`src/rtl/mrd_pkg.sv`:
```
package mrd_pkg;
  localparam int NUM_RATIOS = 3;
  localparam int RATIO_UNIT = 128;
  localparam int BITS_PER_FRAME = 64;

  typedef struct packed {
    logic cntClear;
    logic candLoad;
    logic candClear;
    logic failInc;
    logic lockSet;
  } ctrlStrobe_t;

  function automatic int nominalOf(input int idx);
    return RATIO_UNIT * (idx + 2);
  endfunction

  function automatic int divOf(input int idx);
    return nominalOf(idx) / BITS_PER_FRAME;
  endfunction
endpackage

```
`src/rtl/mrd_datapath.sv`:
```
module mrd_datapath
  import mrd_pkg::*;
#(
  parameter int CNT_W = 10,
  parameter int TOL = 4,
  parameter int MAX_FAILS = 8
) (
  input  logic        clk,
  input  logic        rst,
  input  logic        lrckIn,
  input  ctrlStrobe_t strb,
  input  logic        locked,
  output logic        rise,
  output logic        timeout,
  output logic        measValid,
  output logic        candMatch,
  output logic        lastFail,
  output logic [1:0]  ratioCode,
  output logic        bitEn
);
  localparam logic [CNT_W-1:0] CNT_MAX = '1;
  localparam int FAIL_W = $clog2(MAX_FAILS + 1);
  localparam int DIV_W = $clog2(divOf(NUM_RATIOS - 1));

  logic syncA, syncB, syncC;
  logic [CNT_W-1:0] cnt;
  logic [NUM_RATIOS-1:0] hit;
  logic [1:0] measClass, candQ, codeQ;
  logic candValid;
  logic [FAIL_W-1:0] failCnt;
  logic [DIV_W-1:0] divCnt, divLast;

  // two-flop synchroniser plus edge history
  always_ff @(posedge clk) begin
    if (rst) begin
      syncA <= 1'b0;
      syncB <= 1'b0;
      syncC <= 1'b0;
    end else begin
      syncA <= lrckIn;
      syncB <= syncA;
      syncC <= syncB;
    end
  end
  assign rise = syncB & ~syncC;

  // period counter, saturating
  always_ff @(posedge clk) begin
    if (rst) cnt <= '0;
    else if (strb.cntClear) cnt <= CNT_W'(1);
    else if (cnt != CNT_MAX) cnt <= cnt + 1'b1;
  end
  assign timeout = (cnt == CNT_MAX);

  // tolerance windows, one per supported ratio
  for (genvar g = 0; g < NUM_RATIOS; g++) begin : g_window
    localparam int LO = nominalOf(g) - TOL;
    localparam int HI = nominalOf(g) + TOL;
    assign hit[g] = (int'(cnt) >= LO) && (int'(cnt) <= HI);
  end

  always_comb begin
    measClass = 2'b00;
    for (int i = NUM_RATIOS - 1; i >= 0; i--) begin
      if (hit[i]) measClass = 2'(i);
    end
  end
  assign measValid = |hit;

  // candidate class from the previous measurement
  always_ff @(posedge clk) begin
    if (rst) begin
      candQ <= 2'b00;
      candValid <= 1'b0;
    end else if (strb.candLoad) begin
      candQ <= measClass;
      candValid <= 1'b1;
    end else if (strb.candClear) begin
      candValid <= 1'b0;
    end
  end
  assign candMatch = candValid && (candQ == measClass) && measValid;

  // failed attempt counter
  always_ff @(posedge clk) begin
    if (rst) failCnt <= '0;
    else if (strb.failInc && !lastFail) failCnt <= failCnt + 1'b1;
  end
  assign lastFail = (failCnt == FAIL_W'(MAX_FAILS - 1));

  // frozen ratio code
  always_ff @(posedge clk) begin
    if (rst) codeQ <= 2'b00;
    else if (strb.lockSet) codeQ <= measClass;
  end
  assign ratioCode = codeQ;

  // bit-rate divider
  always_comb begin
    divLast = DIV_W'(divOf(0) - 1);
    for (int i = 0; i < NUM_RATIOS; i++) begin
      if (codeQ == 2'(i)) divLast = DIV_W'(divOf(i) - 1);
    end
  end

  always_ff @(posedge clk) begin
    if (rst) divCnt <= '0;
    else if (strb.lockSet) divCnt <= DIV_W'(1);
    else if (locked) divCnt <= (divCnt == divLast) ? '0 : divCnt + 1'b1;
  end
  assign bitEn = locked && (divCnt == '0);

  AST_CODE_LEGAL: assert property (@(posedge clk) disable iff (rst) ratioCode != 2'b11);
  AST_ONE_WINDOW: assert property (@(posedge clk) disable iff (rst) $onehot0(hit));
  AST_CODE_FROZEN: assert property (@(posedge clk) disable iff (rst) locked |=> $stable(ratioCode));
  AST_EN_GATED: assert property (@(posedge clk) disable iff (rst) bitEn |-> locked);
  AST_EN_SPACED: assert property (@(posedge clk) disable iff (rst) bitEn |=> !bitEn);
  AST_FAIL_BOUND: assert property (@(posedge clk) disable iff (rst) int'(failCnt) < MAX_FAILS);
endmodule

```
`src/rtl/mrd_control.sv`:
```
module mrd_control
  import mrd_pkg::*;
(
  input  logic        clk,
  input  logic        rst,
  input  logic        rise,
  input  logic        timeout,
  input  logic        measValid,
  input  logic        candMatch,
  input  logic        lastFail,
  output ctrlStrobe_t strb,
  output logic        locked,
  output logic        error
);
  typedef enum logic [1:0] {ST_WAIT, ST_MEAS, ST_LOCK, ST_FAULT} state_e;
  state_e state, stateNext;

  always_comb begin
    strb = '0;
    stateNext = state;
    unique case (state)
      ST_WAIT: begin
        if (rise) begin
          strb.cntClear = 1'b1;
          stateNext = ST_MEAS;
        end
      end
      ST_MEAS: begin
        if (rise || timeout) begin
          strb.cntClear = 1'b1;
          if (rise && measValid) begin
            if (candMatch) begin
              strb.lockSet = 1'b1;
              stateNext = ST_LOCK;
            end else begin
              strb.candLoad = 1'b1;
            end
          end else begin
            strb.candClear = 1'b1;
            strb.failInc = 1'b1;
            if (lastFail) stateNext = ST_FAULT;
          end
        end
      end
      default: ;
    endcase
  end

  always_ff @(posedge clk) begin
    if (rst) state <= ST_WAIT;
    else state <= stateNext;
  end

  assign locked = (state == ST_LOCK);
  assign error = (state == ST_FAULT);

  AST_ERR_STICKY: assert property (@(posedge clk) disable iff (rst) error |=> error);
  AST_LOCK_ERR_EXCL: assert property (@(posedge clk) disable iff (rst) !(locked && error));
  AST_LOCK_HELD: assert property (@(posedge clk) disable iff (rst) locked |=> locked);
  AST_LOCK_NEEDS_EDGE: assert property (@(posedge clk) disable iff (rst) $rose(locked) |-> $past(rise));
endmodule

```
`src/rtl/mclk_ratio_detect.sv`:
```
module mclk_ratio_detect
  import mrd_pkg::*;
#(
  parameter int CNT_W = 10,
  parameter int TOL = 4,
  parameter int MAX_FAILS = 8
) (
  input  logic       mclk,
  input  logic       rstMclk,
  input  logic       lrckIn,
  output logic [1:0] ratioCode,
  output logic       locked,
  output logic       error,
  output logic       bitEn
);
  ctrlStrobe_t strb;
  logic rise, timeout, measValid, candMatch, lastFail;

  mrd_datapath #(.CNT_W(CNT_W), .TOL(TOL), .MAX_FAILS(MAX_FAILS)) uDatapath (
    .clk(mclk), .rst(rstMclk), .lrckIn(lrckIn), .strb(strb), .locked(locked),
    .rise(rise), .timeout(timeout), .measValid(measValid), .candMatch(candMatch),
    .lastFail(lastFail), .ratioCode(ratioCode), .bitEn(bitEn)
  );

  mrd_control uControl (
    .clk(mclk), .rst(rstMclk), .rise(rise), .timeout(timeout), .measValid(measValid),
    .candMatch(candMatch), .lastFail(lastFail), .strb(strb), .locked(locked), .error(error)
  );
endmodule

```
`config.mk`:
```
export PLATFORM = sky130hd
export DESIGN_NAME = mclk_ratio_detect
export DESIGN_NICKNAME = d
export VERILOG_FILES = /design/src/rtl/mrd_pkg.sv /design/src/rtl/mrd_datapath.sv /design/src/rtl/mrd_control.sv /design/src/rtl/mclk_ratio_detect.sv
export SDC_FILE = /design/constraint.sdc
export NUM_CORES = 1
export LEC_CHECK = 0
export BUFFER_PORTS_ARGS = -buffer_cell sky130_fd_sc_hd__buf_2
export CORE_ASPECT_RATIO = 0.75
export CORE_MARGIN = 3
export CORE_UTILIZATION = 31
export DETAILED_ROUTE_END_ITERATION = 16
export MAX_ROUTING_LAYER = met4
export PLACE_DENSITY = 0.56
export SLEW_MARGIN = 20
export SYNTH_ARGS = -nofsm -noshare
export SYNTH_HDL_FRONTEND = slang
export SYNTH_SLANG_ARGS = --single-unit
```
`constraint.sdc`:
```
create_clock -name mclk -period 3 [get_ports mclk]
set_input_delay 0.3 -clock mclk [delete_from_list [all_inputs] [get_ports mclk]]
set_output_delay 0.3 -clock mclk [all_outputs]
set_load 0.005 [all_outputs]
```
==> results.tsv <==
metric	value	unit
path_class	flop to flop	
peakVddDrop	0.222	mV
seq_area_frac_synth	36.4	%
firstDrtPassIters	4	
drive_above_1_share	11.7	%
min_path_type	input pin to flop	
viasPerCell	5.12	
final_util	35.6	%
crit_start	uDatapath.cnt[0]$_SDFFE_PP0P_	
cts_tree	done	
antenna_cells	0	
groute.usage.overall	11.2	%
clock_latency	0.27	ns
wire_per_inst	12.0	um
fin_skew	0.00743	ns
fill_cells	472	
fmaxAchievable	0.396	GHz
synthArstFlopShare	0	%
fin_tns_setup	0	ns
critical-path-max-stage-delay	0.57	ns
hold_viol_final	0	
multiInputGateArea	880	sq um
cts_sinks	27	
syn_inst	174	
fin_area	1620	sq um
grt_setup_unrepaired	no	
fin_nets	189	
grt_pass1_wl	4910	um
crit_path_start_kind	flop	
setup_viol	0	
grt_max_degree	23	
postCtsHoldBufs	0	
first_global_vias	1021	
grt_overflow	0	
finalWirelength	2820	um
end_kind	flop	
drv_slew	0	
die_w	86.0	um
syn2layout_area_growth	8.75	%
slowest_stage	a211oi_1	
h-tree-depth	1	
start_util	32.7	%
fin_crit	2.53	ns
placed_area	1570	sq um
post_cts_resized	0	
synth.avg_cell_area	8.54	sq um
synth_top_cell_by_area	dfxtp_1	
ff_latch_area	541	sq um
synth.distinct_cells	45	
path_max_fanout	6	
crit_required	3.20	ns
clock_path_buffers	2	
placementRows	21	
worstReg2RegStart	uDatapath.cnt[0]$_SDFFE_PP0P_	
gp_congestion	0.817	
dp.final_hpwl	2140	um
syn_area	1490	sq um
period_share	84.3	%
yosys-top-cells-area	dfxtp_1, nor2_1, xor2_1	
drtIter0Drc	113	
cap_violations	0	
root_buffer	clkbuf_8	
grt_antenna_before_repair	0	
io_buffers	7	
clk_pin_slew	0.08	ns
synth_seq_cells	27	
crit_chain	inv_1, ha_1, and2b_1, o32ai_1, a211oi_1, o211ai_1, or3_1, a21oi_1	
synth_edf_count	0	
powerDensity	375	nW/um^2
pin_count	8	
synth_nets	183	
leakagePower	0.593	nW
core-area	4550	sq um
vias	1208	
die-area	5670	sq um
arrival	2.73	ns
synth_ff_type	dfxtp_1	
die_y	66.0	um
yosysTopAreaCellShare	36.4	%
run_status	completed	
cts_buffers	3	
min-delay-start	lrckIn	
ant_nets	0	
cts_setup_buffers	0	
ys_warn_count	0	
slew_headroom	55.5	%
tightest_slew	0.664	ns
cp.buffers_inverters	1	
drc	0	
critPathTopFamily	compound AO/OA/AOI/OAI gates	
through the flow:
step           power, mW  hold slack, ns  cells  setup slack [ns]
5_1_grt            0.639           0.236    236             0.249
6_report           0.606           0.235    236             0.472
2_1_floorplan      0.400           0.414    174             0.746
3_3_place_gp       0.409           0.417    232             0.472
3_5_place_dp       0.409           0.430    232             0.449
4_1_cts            0.617           0.231    236             0.450
layout make-up:
class	count	share of cell area, %
well taps	57	4.41
flip-flops and latches	27	33.4
repair buffers	8	2.63
clock buffers	4	2.79
inverters	10	2.32
multi-input cells	130	54.4
kinds of logic after synthesis:
logic type / synth area share (%)
buffers and inverters: 4.46
XOR/XNOR: 6.48
flip-flops: 36.4
AO/OA/AOI/OAI: 14.8
AND/OR/NAND/NOR: 29.5
adder cells (fa/ha/maj): 5.05
multiplexers: 3.37
cell usage in the layout (no fill, tap or decap), types with 2 or more instances in the layout:
| cell type | netlist | layout |
|---|---|---|
| a211oi_1 | 3 | 3 |
| a21oi_1 | 7 | 7 |
| a31oi_1 | 2 | 2 |
| buf_2 | 2 | 7 |
| clkbuf_8 | 0 | 3 |
| dfxtp_1 | 27 | 27 |
| ha_1 | 6 | 6 |
| inv_1 | 10 | 10 |
| mux2i_1 | 5 | 5 |
| nand2_1 | 12 | 12 |
| nand2b_1 | 4 | 4 |
| nand3_1 | 3 | 3 |
| nand4_1 | 5 | 5 |
| nand4b_1 | 2 | 2 |
| nor2_1 | 24 | 24 |
| nor2b_1 | 5 | 5 |
| nor3_1 | 6 | 6 |
| nor4_1 | 5 | 5 |
| o21ai_0 | 3 | 3 |
| or3_1 | 3 | 3 |
| or4_4 | 2 | 2 |
| xor2_1 | 10 | 10 |
where the power goes:
group          internal, mW  switching [mW]
registers             0.364         0.00554
clock network        0.0951           0.111
logic                0.0116          0.0188
total                 0.471           0.135
flip-flops by register name, summed over array words and instances (netlist names):
name	count
uDatapath.syncA	1
uDatapath.candQ	2
uDatapath.divCnt	3
uDatapath.ratioCode	2
uDatapath.syncB	1
uDatapath.syncC	1
uDatapath.cnt	10
uDatapath.candValid	1
uDatapath.failCnt	4
uControl.state	2
cell usage after synthesis (2+ instances only):
| cell | count |
|---|---|
| inv_1 | 10 |
| nor4_1 | 5 |
| nand4b_1 | 2 |
| buf_2 | 2 |
| nor2b_1 | 5 |
| nor2_1 | 24 |
| a21oi_1 | 7 |
| xor2_1 | 10 |
| mux2i_1 | 5 |
| dfxtp_1 | 27 |
| clkbuf_1 | 5 |
| nand3_1 | 3 |
| nor3_1 | 6 |
| ha_1 | 6 |
| a31oi_1 | 2 |
| nand2_1 | 12 |
| nand4_1 | 5 |
| nand2b_1 | 4 |
| o21ai_0 | 3 |
| or4_4 | 2 |
| or3_1 | 3 |
| a211oi_1 | 3 |
worst paths after layout:
check                                                         end  slack (ns)  cells past startpoint
worst max register to register  uDatapath.failCnt[3]$_SDFFE_PP0P_        0.47                      8
worst min register to register         uDatapath.syncB$_SDFF_PP0_        0.45                      1
worst min-delay path                   uDatapath.syncA$_SDFF_PP0_        0.24                      2
worst max-delay path            uDatapath.failCnt[3]$_SDFFE_PP0P_        0.47                      8
worst reg2reg max path: cells and delay by family, from the launching register on:
family | cells | cell delay, ns
AOI/OAI and AO/OA | 4 | 1.11
adders and majority gates | 1 | 0.19
buffers and inverters | 1 | 0.06
DFF | 1 | 0.42
and+or+nand+nor | 2 | 0.68
layer usage:
layer	track usage, %	vias to the layer above	wire length (um)
met5	-	-	0
met2	14.4	21	1070
met1	16.7	561	1620
li1	-	624	-
met4	2.37	0	27
met3	3.36	2	104
Power figures use the tool's default switching activity.
